File: config.mk
export PLATFORM = sky130hd
export DESIGN_NAME = idle_sleep_ctrl
export DESIGN_NICKNAME = d
export VERILOG_FILES = /design/src/rtl/idle_sleep_pkg.sv /design/src/rtl/sleep_cfg_regs.sv /design/src/rtl/us_interval_timer.sv /design/src/rtl/idle_sleep_ctrl.sv
export SDC_FILE = /design/constraint.sdc
export NUM_CORES = 1
export LEC_CHECK = 0
export BUFFER_PORTS_ARGS = -buffer_cell sky130_fd_sc_hd__buf_2
export CORE_MARGIN = 3
export CORE_UTILIZATION = 35
export CTS_CLUSTER_SIZE = 16
export DETAILED_ROUTE_END_ITERATION = 10
export SYNTH_ARGS = -nofsm -noshare
export SYNTH_HDL_FRONTEND = slang
export SYNTH_SLANG_ARGS = --single-unit
File: constraint.sdc
create_clock -name clk -period 2.6 [get_ports clk]
set_input_delay 0.13 -clock clk [delete_from_list [all_inputs] [get_ports clk]]
set_output_delay 0.13 -clock clk [all_outputs]
set_load 0.03 [all_outputs]
File: src/rtl/idle_sleep_pkg.sv
package idle_sleep_pkg;

    typedef enum logic [1:0] {
        PS_ACTIVE    = 2'd0,
        PS_IDLE_WAIT = 2'd1,
        PS_SLEEP     = 2'd2,
        PS_WAKING    = 2'd3
    } pwr_state_t;

    localparam logic CFG_SEL_IDLE = 1'b0;
    localparam logic CFG_SEL_WAKE = 1'b1;

endpackage

File: src/rtl/sleep_cfg_regs.sv
module sleep_cfg_regs #(
    parameter int unsigned CNT_W    = 16,
    parameter int unsigned IDLE_RST = 5000,
    parameter int unsigned WAKE_RST = 2000
) (
    input  logic             clk,
    input  logic             rst_n,
    input  logic             we,
    input  logic             sel,
    input  logic [CNT_W-1:0] wdata,
    output logic [CNT_W-1:0] idle_us,
    output logic [CNT_W-1:0] wake_us
);
    import idle_sleep_pkg::*;

    always_ff @(posedge clk or negedge rst_n) begin
        if (!rst_n) begin
            idle_us <= CNT_W'(IDLE_RST);
            wake_us <= CNT_W'(WAKE_RST);
        end else if (we) begin
            if (sel == CFG_SEL_IDLE) idle_us <= wdata;
            else                     wake_us <= wdata;
        end
    end
endmodule

File: src/rtl/us_interval_timer.sv
module us_interval_timer #(
    parameter int unsigned TICKS_PER_US = 200,
    parameter int unsigned CNT_W        = 16
) (
    input  logic             clk,
    input  logic             rst_n,
    input  logic             run,
    input  logic [CNT_W-1:0] limit_us,
    output logic             expired
);
    logic [CNT_W-1:0] us_cnt;
    logic             us_tick;

    generate
        if (TICKS_PER_US > 1) begin : g_prescale
            localparam int unsigned PRE_W = $clog2(TICKS_PER_US);
            localparam logic [PRE_W-1:0] PRE_LAST = PRE_W'(TICKS_PER_US - 1);
            logic [PRE_W-1:0] pre_cnt;

            always_ff @(posedge clk or negedge rst_n) begin
                if (!rst_n)                  pre_cnt <= '0;
                else if (!run || expired)    pre_cnt <= '0;
                else if (pre_cnt == PRE_LAST) pre_cnt <= '0;
                else                         pre_cnt <= pre_cnt + 1'b1;
            end
            assign us_tick = run && !expired && (pre_cnt == PRE_LAST);
        end else begin : g_direct
            assign us_tick = run && !expired;
        end
    endgenerate

    always_ff @(posedge clk or negedge rst_n) begin
        if (!rst_n)       us_cnt <= '0;
        else if (!run)    us_cnt <= '0;
        else if (us_tick) us_cnt <= us_cnt + 1'b1;
    end

    assign expired = run && (us_cnt >= limit_us);


    cnt_bounded_chk: assert property (@(posedge clk) disable iff (!rst_n)
        run && expired |=> !run || $stable(us_cnt));
endmodule

File: src/rtl/idle_sleep_ctrl.sv
module idle_sleep_ctrl #(
    parameter int unsigned TICKS_PER_US    = 200,
    parameter int unsigned CNT_W           = 16,
    parameter int unsigned IDLE_DEFAULT_US = 5000,
    parameter int unsigned WAKE_DEFAULT_US = 2000
) (
    input  logic             clk,
    input  logic             rst_n,
    input  logic             cmd_issue,
    input  logic             cmd_done,
    input  logic             cfg_we,
    input  logic             cfg_sel,
    input  logic [CNT_W-1:0] cfg_wdata,
    output logic             asleep,
    output logic             clk_en,
    output logic             busy,
    output logic             cmd_release
);
    import idle_sleep_pkg::*;

    pwr_state_t       state, state_nxt;
    logic [CNT_W-1:0] idle_us, wake_us;
    logic             idle_exp, wake_exp;
    logic             release_d;

    sleep_cfg_regs #(
        .CNT_W    (CNT_W),
        .IDLE_RST (IDLE_DEFAULT_US),
        .WAKE_RST (WAKE_DEFAULT_US)
    ) u_cfg (
        .clk     (clk),
        .rst_n   (rst_n),
        .we      (cfg_we),
        .sel     (cfg_sel),
        .wdata   (cfg_wdata),
        .idle_us (idle_us),
        .wake_us (wake_us)
    );

    us_interval_timer #(.TICKS_PER_US(TICKS_PER_US), .CNT_W(CNT_W)) u_idle_tmr (
        .clk      (clk),
        .rst_n    (rst_n),
        .run      (state == PS_IDLE_WAIT),
        .limit_us (idle_us),
        .expired  (idle_exp)
    );

    us_interval_timer #(.TICKS_PER_US(TICKS_PER_US), .CNT_W(CNT_W)) u_wake_tmr (
        .clk      (clk),
        .rst_n    (rst_n),
        .run      (state == PS_WAKING),
        .limit_us (wake_us),
        .expired  (wake_exp)
    );

    always_comb begin
        state_nxt = state;
        release_d = 1'b0;
        unique case (state)
            PS_IDLE_WAIT: begin
                if (cmd_issue) begin
                    state_nxt = PS_ACTIVE;
                    release_d = 1'b1;
                end else if (idle_exp) begin
                    state_nxt = PS_SLEEP;
                end
            end
            PS_ACTIVE: begin
                if (cmd_issue)     release_d = 1'b1;
                else if (cmd_done) state_nxt = PS_IDLE_WAIT;
            end
            PS_SLEEP: begin
                if (cmd_issue) state_nxt = PS_WAKING;
            end
            PS_WAKING: begin
                if (wake_exp) begin
                    state_nxt = PS_ACTIVE;
                    release_d = 1'b1;
                end
            end
        endcase
    end

    always_ff @(posedge clk or negedge rst_n) begin
        if (!rst_n) begin
            state       <= PS_IDLE_WAIT;
            cmd_release <= 1'b0;
        end else begin
            state       <= state_nxt;
            cmd_release <= release_d;
        end
    end

    always_comb begin
        asleep = (state == PS_SLEEP);
        clk_en = (state != PS_SLEEP);
        busy   = (state == PS_WAKING);
    end


    sleep_after_idle_chk: assert property (@(posedge clk) disable iff (!rst_n)
        $rose(asleep) |-> $past(idle_exp));

    wake_sets_busy_chk: assert property (@(posedge clk) disable iff (!rst_n)
        $fell(asleep) |-> busy);

    busy_ends_on_expiry_chk: assert property (@(posedge clk) disable iff (!rst_n)
        $fell(busy) |-> $past(wake_exp) && cmd_release);

    sleep_holds_chk: assert property (@(posedge clk) disable iff (!rst_n)
        asleep && !cmd_issue |=> asleep);

    idle_cancel_chk: assert property (@(posedge clk) disable iff (!rst_n)
        !asleep && !busy && cmd_issue |=> !asleep && cmd_release);

    release_awake_chk: assert property (@(posedge clk) disable iff (!rst_n)
        cmd_release |-> clk_en && !busy);
endmodule

==> run summary, run 1 <==
The number of endpoints failing setup at the final stage came out at 0. After synthesis, flip-flops and latches occupy 46.5% of the total area. In this run the static leakage power is 2.35 nW.

Dividing the detail-routed via count by the number of cells gives 5.13. At the worst endpoint, the arrival time is 2.72 ns. The final-report max-slew violation count was 0; the post-synthesis instance area was 0.00450 mm². Areal power density over the cells: 629 mW/mm².

The cell sitting at the root of the clock tree is a sky130_fd_sc_hd__clkbuf_16. The routed wirelength normalized by instance count is 14.1 µm, and the routability congestion estimate is 0.811. After synthesis, the largest family of logic cells by area is simple AND/OR/NAND/NOR gates.

The share of synthesized registers carrying an async set or reset is 100%, and the share of the synthesized area in compound gates (AO/OA/AOI/OAI) is 12.3%. The wire length of the first global-routing pass came out at 16.8 mm. The area share of fa/ha/maj cells after synthesis came out at 10.0%.

The initial antenna violation count is 0. For the highest clock rate, the log shows 407 MHz. Post-synth net total: 523. The smallest hold slack is -0.0288 ns. The area of the multi-input gates is 0.00223 mm², and the synthesized instance count is 465. Clock skew on the completed layout was measured at 0.00732 ns.

Counting the fill cells in the layout gives 1190. The worst setup path category is register to register. At the worst endpoint, the required time is 2.87 ns. After the last flow step, the layout net total stands at 564. The tool flagged a number of max-cap violations equal to 0. Number of synthesized register bits: 83. In this run the tightest slew margin relative to its limit is 30.9%. Of the cells placed in the final design, the portion with a size suffix greater than 1 is 18.2%. The final reports fail on negative hold slack. In the layout the commonest cells are sky130_fd_sc_hd__dfrtp_1, sky130_fd_sc_hd__o21ai_0, sky130_fd_sc_hd__inv_1.

The tools report the critical path startpoint category as a register. The per-instance average area after synthesis came out at 9.67 µm². The detailed router finished its first iteration with 179 violations.

The initialized floorplan defines 40 standard-cell rows. The count of endpoints failing hold in the final timing report is 51, and the register area is 0.00209 mm². The area added between synthesis and finish is 15.8%, and the distinct cell type count after synthesis is 50. The number of clock buffers inserted by TritonCTS is 9, and the clock latency of the later-clocked register in the worst-skew pair is 0.35 ns. The clock drives 83 sinks.

Cells fill 42.5% of the core in the end. The routed layout has 3486 vias. The synthesized design contains 0 enable-type register cells.

The run finished, with violations left. The number of remaining DRC errors came out at 0. Dividing the final minimum period by the clock period gives 94.4%.

The tools report the setup slack after layout as 0.146 ns. XOR/XNOR share of the synthesized area: 3.12%. Type of the worst min-delay path: primary input to async pin. During synthesis, Yosys emitted a total of 0 warnings. The pin count of the biggest net entering global routing came out at 84. Diode insertion count for antenna repair: 0. For this block, the routed nets add up to 9.60 mm of wire. The die covers 0.0142 mm².

Along the worst path, the maximum fanout reaches 8. The run gives 0.00729 ns as the pre-CTS setup slack. Setup repair after global routing left no endpoint under its margin.

The run gives 0 as the cts-stage hold buffer count. Measured against the total synthesized area, the mux share comes to 4.70%. Nature of the critical path endpoint: a register. Prevailing post-synth register cell: sky130_fd_sc_hd__dfrtp_1.

The leading cell type in the layout, fill and taps excluded is sky130_fd_sc_hd__dfrtp_1. The run gives 0 as the number of routed nets with antenna violations. TritonCTS built the clock tree. The total overflow left after global routing is 0. The slew at the pin closest to its max-slew limit works out to 1.04 ns. The run gives 14.4% as the total routing usage reported by global routing. The sum of negative setup slack is 0 ns. The die is 119 µm tall. The die span in x came out at 119 µm.

The run gives 36.7% as the initial core utilization. The longest clock path from root to sink contains 2 buffers. After Yosys synthesis, and, or, nand and nor cells account for 18.9% of the synthesized area.

The boundary pin count was 26; the number of global-route vias before repair was 3553. The tools report the worst supply voltage drop on vdd as 0.320 mV. The run gives 7.11 mm as the total half-perimeter wirelength after legalization and detailed placement. Subtracting the final worst setup slack from the clock period gives 2.45 ns.

The clock transition at the registers of the reported paths is 0.06 ns, and the number of buffers inserted by port buffering is 25. For this run, the detailed router's first-pass iteration total came to 4. The floorplan step defined a core boundary enclosing 0.0123 mm².

The run gives 3 as the maximum level of the CTS H-tree.
==> final timing paths <==
path | to | cells after the start | start | slack (ns)
max in group asynchronous | u_idle_tmr.us_cnt[9]$_DFFE_PN0P_ | 1 | rst_n | 1.98
min | u_wake_tmr.g_prescale.pre_cnt[5]$_DFF_PN0_ | 1 | rst_n | -0.03
min in group clk | u_cfg.idle_us[4]$_DFFE_PN0P_ | 3 | cfg_wdata[4] | 0.01
min reg2reg | u_idle_tmr.g_prescale.pre_cnt[0]$_DFF_PN0_ | 1 | u_idle_tmr.g_prescale.pre_cnt[0]$_DFF_PN0_ | 0.45
max | u_wake_tmr.us_cnt[15]$_DFFE_PN0P_ | 9 | u_wake_tmr.us_cnt[0]$_DFFE_PN0P_ | 0.15
max reg2reg | u_wake_tmr.us_cnt[15]$_DFFE_PN0P_ | 9 | u_wake_tmr.us_cnt[0]$_DFFE_PN0P_ | 0.15
==> timing repair <==
item                       CTS  global route
setup buffers                0             1
setup endpoints to repair    0            17
resized for setup            0             4
==> power breakdown <==
part	total (mW)	internal, mW	switching, mW	leakage [nW]
clock network	1.24	0.701	0.540	0.138
logic	0.533	0.206	0.327	1.14
registers	1.50	1.43	0.0750	1.06
==> per-layer routing <==
metal	wire length (µm)	GRT usage, %	up-vias	part of all wire, %
met2	5050	25.7	34	53
met1	4140	17.0	1712	43
met3	288	3.85	11	3.0
met4	124	4.08	0	1.3
met5	0	0	-	0
li1	-	-	1729	-
==> area by class of cell <==
class,instances,share of cell area (%)
Sequential cell,83,40.2
Multi-Input combinational cell,331,42.7
Timing Repair Buffer,39,4.47
Clock inverter,5,0.721
Clock buffer,11,4.85
Tap cell,168,4.04
Inverter,42,3.03
==> Yosys cell counts, drive strengths merged, types with 9 or more instances <==
library cell | number | area (µm²)
o21ai | 45 | 225
inv | 41 | 154
and3 | 9 | 56.3
nand3 | 26 | 130
dfstp | 12 | 315
nor2 | 24 | 90.1
nand2 | 38 | 143
a21oi | 35 | 175
ha | 36 | 450
mux2 | 17 | 191
or3 | 19 | 119
dfrtp | 71 | 1780
nand4 | 15 | 93.8
xor2 | 10 | 87.6
==> through the flow <==
step                      hold slack (ns)  cells  power (mW)  area [µm²]
final                             -0.0288    679        3.27        5210
after global routing               0.0196    679        3.45        5210
after CTS                         0.00932    678        3.32        5180
after detailed placement            0.377    662        2.07        4890
after global placement              0.368    662        2.05        4890
after floorplan                    -0.166    465        1.87        4500
==> worst max-delay path, cell delays in order (launching register included) <==
cell and delay, ns:
sky130_fd_sc_hd__dfrtp_1 0.41, sky130_fd_sc_hd__inv_1 0.10, sky130_fd_sc_hd__ha_1 0.23, sky130_fd_sc_hd__nand2b_1 0.14
sky130_fd_sc_hd__a2111o_1 0.44, sky130_fd_sc_hd__a31oi_4 0.27, sky130_fd_sc_hd__nand4_1 0.12, sky130_fd_sc_hd__buf_4 0.18
sky130_fd_sc_hd__or3_1 0.34, sky130_fd_sc_hd__a21oi_1 0.14
==> sequential cells by signal, indices dropped and copies added (netlist names) <==
name and count:
cmd_release 1, u_cfg.wake_us 16, state 2, u_idle_tmr.g_prescale.pre_cnt 8, u_wake_tmr.us_cnt 16, u_cfg.idle_us 16, u_wake_tmr.g_prescale.pre_cnt 8, u_idle_tmr.us_cnt 16
==> cells by family (layout without fill, tap and decap cells) <==
logic type	count (synthesis)	after routing
AO/OA/AOI/OAI	98	98
XOR/XNOR	16	16
adder cells (fa/ha/maj)	36	36
buffers and inverters	51	97
flip-flops	83	83
multiplexers	19	19
AND/OR/NAND/NOR	162	162
No activity file was read; power rests on OpenSTA's default activity.
==> run 2: changes to the inputs <==
--- a/config.mk
+++ b/config.mk
@@ -5,6 +5,7 @@
 export SDC_FILE = /design/constraint.sdc
 export NUM_CORES = 1
 export LEC_CHECK = 0
+export ABC_AREA = 1
 export BUFFER_PORTS_ARGS = -buffer_cell sky130_fd_sc_hd__buf_2
 export CORE_MARGIN = 3
 export CORE_UTILIZATION = 35
==> run 2 against run 1 <==
The run now ends clean. Non-clock buffer count is 7 lower. Clock power up 26%. Hold slack better by 0.055 ns.
==> run summary, run 2 <==
Distinct cell type count after synthesis: 37 (was 50). The clock root buffer master was sky130_fd_sc_hd__clkbuf_16 (unchanged). The relative slew slack is 33.5% (was 30.9%), and the final-report max-slew violation count is 0 (unchanged). The share of synthesized registers carrying an async set or reset works out to 100% (unchanged). The number of search-and-repair iterations in the first detailed-routing pass was 4 (unchanged). The worst setup path category was register to register (unchanged). The count of endpoints failing hold in the final timing report is 0 (was 51). The number of vias per cell is 4.75 (was 5.13), and the number of buffers inserted by port buffering is 25 (unchanged). The leakage dissipation is 3.13 nW (was 2.35 nW), and the clock sink total is 83 (unchanged).

For the initial antenna violation count, the log shows 0 (unchanged). Fraction of layout instances using a drive strength above 1: 11.2% (was 18.2%). The areal power density over the cells is 624 mW/mm² (was 629 mW/mm²).

The leading cell type in the layout, fill and taps excluded was sky130_fd_sc_hd__nand2_1 (was sky130_fd_sc_hd__dfrtp_1). The run gives 352 (was 179) as the number of DRC violations after detailed-routing iteration 0. The total wire length was 11.4 mm (was 9.60 mm); the worst path arrival time was 2.47 ns (was 2.72 ns). The die outline height was 128 µm (was 119 µm); the remaining global-route overflow was 0 (unchanged).

Leading cell types in the layout, fill and taps excluded: sky130_fd_sc_hd__nand2_1, sky130_fd_sc_hd__inv_1, sky130_fd_sc_hd__dfrtp_1 (was sky130_fd_sc_hd__dfrtp_1, sky130_fd_sc_hd__o21ai_0, sky130_fd_sc_hd__inv_1). The run gives 2 (unchanged) as the maximum root-to-sink buffer count. The run gives 0 (unchanged) as the max-capacitance violation count. The register area is 0.00209 mm² (unchanged), and the initial core utilization is 36.5% (was 36.7%). The run gives 1455 (was 1190) as the number of fill cells in the layout. The sum of negative setup slack was 0 ns (unchanged). The total routing usage reported by global routing was 15.2% (was 14.4%). The number of nets in the final layout was 757 (was 564).

The die span in x is 128 µm (was 119 µm), and the routed wirelength normalized by instance count is 12.9 µm (was 14.1 µm). Setup repair after global routing left no endpoint under its margin. The tools report the synthesized instance count as 674 (was 465). The boundary pin count is 26 (unchanged). Clock latency of the later-clocked register in the worst-skew pair: 0.34 ns (was 0.35 ns). TritonCTS built the clock tree. The number of global-route vias before repair was 4113 (was 3553); the total half-perimeter wirelength after legalization and detailed placement was 8.19 mm (was 7.11 mm). The delay of the slowest critical-path stage was 0.53 ns (was 0.44 ns). Type of the worst min-delay path: primary input to register (was primary input to async pin). Diode insertion count for antenna repair: 0 (unchanged). The run finished with clean final reports. The worst supply voltage drop on vdd is 0.434 mV (was 0.320 mV), and the placeable core region is 0.0142 mm² (was 0.0123 mm²). Prevailing post-synth register cell: sky130_fd_sc_hd__dfrtp_1 (unchanged). The wire length of the first global-routing pass is 19.9 mm (was 16.8 mm), and the slack of the worst reg-to-reg path is 0.38 ns (was 0.15 ns). The post-layout minimum cycle time works out to 2.22 ns (was 2.45 ns).

Cell depth of the worst hold path: 3. Cells traversed along the worst timing path: inv_1, ha_1, nand2_1, nand2_1, nand2_1, a21oi_1, nor2_1, nand2_1, inv_2, nand2_2, nor3_1 (was inv_1, ha_1, nand2b_1, a2111o_1, a31oi_4, nand4_1, buf_4, or3_1, a21oi_1). The number of gates on the worst path with buffers counted came out at 11 (was 9). The per-instance average area after synthesis came out at 7.70 µm² (was 9.67 µm²). The cell family contributing the most delay on the critical path was simple AND/OR/NAND/NOR gates (was compound AO/OA/AOI/OAI gates).

The critical-path cell with the highest stage delay was sky130_fd_sc_hd__dfstp_2 (was sky130_fd_sc_hd__a2111o_1). The number of synthesized register bits was 83 (unchanged); the area added between synthesis and finish was 13.0% (was 15.8%). The biggest area consumer among synthesized cells is sky130_fd_sc_hd__dfrtp_1 (unchanged). The standard cell area after detailed placement came out at 0.00549 mm² (was 0.00489 mm²).

The routability congestion estimate is 0.799 (was 0.811). Cell types with the highest counts after synthesis: sky130_fd_sc_hd__nand2_1, sky130_fd_sc_hd__inv_1, sky130_fd_sc_hd__dfrtp_1, sky130_fd_sc_hd__nand3_1, sky130_fd_sc_hd__nor2_1 (was sky130_fd_sc_hd__dfrtp_1, sky130_fd_sc_hd__o21ai_0, sky130_fd_sc_hd__inv_1, sky130_fd_sc_hd__nand2_1, sky130_fd_sc_hd__ha_1). The top fanout value on the critical path works out to 17 (was 8). The site row count is 43 (was 40), and the post-synth net total is 732 (was 523).

Nature of the critical path endpoint: a register (unchanged). The post-cts resize count came out at 0 (unchanged). The number of buffers and inverters on the critical path was 2 (unchanged).

The launching point of the worst reg2reg path was u_cfg.idle_us[9]$_DFFE_PN1P_ (was u_wake_tmr.us_cnt[0]$_DFFE_PN0P_). Counting stages on the worst path, the most repeated cell is sky130_fd_sc_hd__nand2_1. The number of synthesized flops with an enable pin was 0 (unchanged).

The slew at the pin closest to its max-slew limit was 0.998 ns (was 1.04 ns); the post-synthesis instance area was 0.00519 mm² (was 0.00450 mm²). Area contributors post-synth: sky130_fd_sc_hd__dfrtp_1, sky130_fd_sc_hd__nand2_1, sky130_fd_sc_hd__ha_1 (was sky130_fd_sc_hd__dfrtp_1, sky130_fd_sc_hd__ha_1, sky130_fd_sc_hd__dfstp_2). The top-area cell type share of the netlist area is 34.2% (was 39.5%). The number of clock buffers inserted by TritonCTS was 9 (unchanged); the depth of the worst register-to-register path was 11 (was 9).

The run gives 3 (unchanged) as the maximum level of the CTS H-tree. The number of routed nets with antenna violations came out at 0 (unchanged). The dominant cell by count in the synthesized netlist was sky130_fd_sc_hd__nand2_1 (was sky130_fd_sc_hd__dfrtp_1). The total via count in the routed design came out at 4195 (was 3486). The tools report the required time at the endpoint of the critical path as 2.85 ns (was 2.87 ns). The critical path startpoint category was a register (unchanged).

The source of the critical timing path is u_cfg.idle_us[9]$_DFFE_PN1P_ (was u_wake_tmr.us_cnt[0]$_DFFE_PN0P_). The run gives 0.00256 mm² (was 0.00223 mm²) as the area of the multi-input gates. The area enclosed by the die boundary is 0.0163 mm² (was 0.0142 mm²), and the count of synthesis-stage warnings from yosys is 0 (unchanged). For the final clock skew, the log shows 0.00552 ns (was 0.00732 ns).

The clock transition at the registers of the reported paths was 0.06 ns (about the same); the post-route clock period utilization was 85.2% (was 94.4%). The number of post-CTS setup repair buffers was 0 (unchanged); the highest clock rate was 451 MHz (was 407 MHz). The pin count of the biggest net entering global routing came out at 78 (was 84). The number of remaining DRC errors was 0 (unchanged).

The logs give 40.3% (was 46.5%) for the share of the yosys chip area belonging to registers and 0.00586 mm² (was 0.00521 mm²) for the final non-filler cell area. Number of endpoints failing setup at the final stage: 0 (unchanged). Start point of the worst hold path: cfg_wdata[8].
==> run 2: layout make-up <==
class	instances	share of cell area (%)
flip-flops and latches	83	35.7
multi-input cells	456	43.7
repair buffers	32	3.12
inverters	117	7.49
well taps	180	3.84
clock inverters	5	2.13
clock buffers	11	3.97
==> run 2: worst register-to-register path: cells and delay by family, from the launching register on <==
| family | cells | cell delay [ns] |
|---|---|---|
| buf+inv | 2 | 0.31 |
| flops | 1 | 0.53 |
| fa+ha+maj | 1 | 0.30 |
| simple gates | 7 | 0.92 |
| compound gates | 1 | 0.06 |
==> run 2: per-stage QoR <==
step,hold slack [ns],power [mW],setup WS (ns),util (%),std cells
6_report,0.0263,3.66,0.384,41.3,884
5_1_grt,0.0356,3.85,0.0934,41.3,884
4_1_cts,0.0169,3.70,0.359,41.3,884
3_5_place_dp,0.365,2.13,0.380,38.7,867
3_3_place_gp,0.367,2.12,0.425,38.7,867
2_1_floorplan,-0.166,1.94,0.772,-,674
==> run 2: path summary, 6_finish.rpt <==
kind | endpoint
hold reg to reg | u_wake_tmr.g_prescale.pre_cnt[0]$_DFF_PN0_
min in group asynchronous | u_wake_tmr.us_cnt[5]$_DFFE_PN0P_
setup reg to reg | u_idle_tmr.g_prescale.pre_cnt[2]$_DFF_PN0_
hold / removal | u_cfg.wake_us[8]$_DFFE_PN1P_
max in group asynchronous | u_cfg.wake_us[10]$_DFFE_PN1P_
setup / recovery | u_idle_tmr.g_prescale.pre_cnt[2]$_DFF_PN0_
==> run 2: logic make-up after synthesis <==
family	after synthesis	share of synthesized area [%]
AOI/OAI and AO/OA	52	5.26
DFF	83	40.3
adders and majority gates	36	8.68
xor gates and xnor gates	30	5.07
buffers and inverters	135	10.3
and+or+nand+nor	338	30.4
==> run 2: report_power, final <==
part           internal, mW  switching [mW]  leakage, nW
Clock                  1.04           0.523        0.174
Combinational         0.186           0.432         1.87
Sequential             1.41          0.0694         1.08
==> run 2: metal layers <==
| metal | track usage, % | wire, µm |
|---|---|---|
| met4 | 4.24 | 152 |
| met3 | 3.58 | 345 |
| met2 | 24.5 | 5220 |
| met5 | 0 | 0 |
| met1 | 20.4 | 5660 |
==> run 2: timing repair <==
| item | in CTS | in global routing |
|---|---|---|
| endpoints found under the setup margin | 0 | 0 |
| hold buffers | 1 | 0 |
| hold endpoints to repair | 37 | 0 |
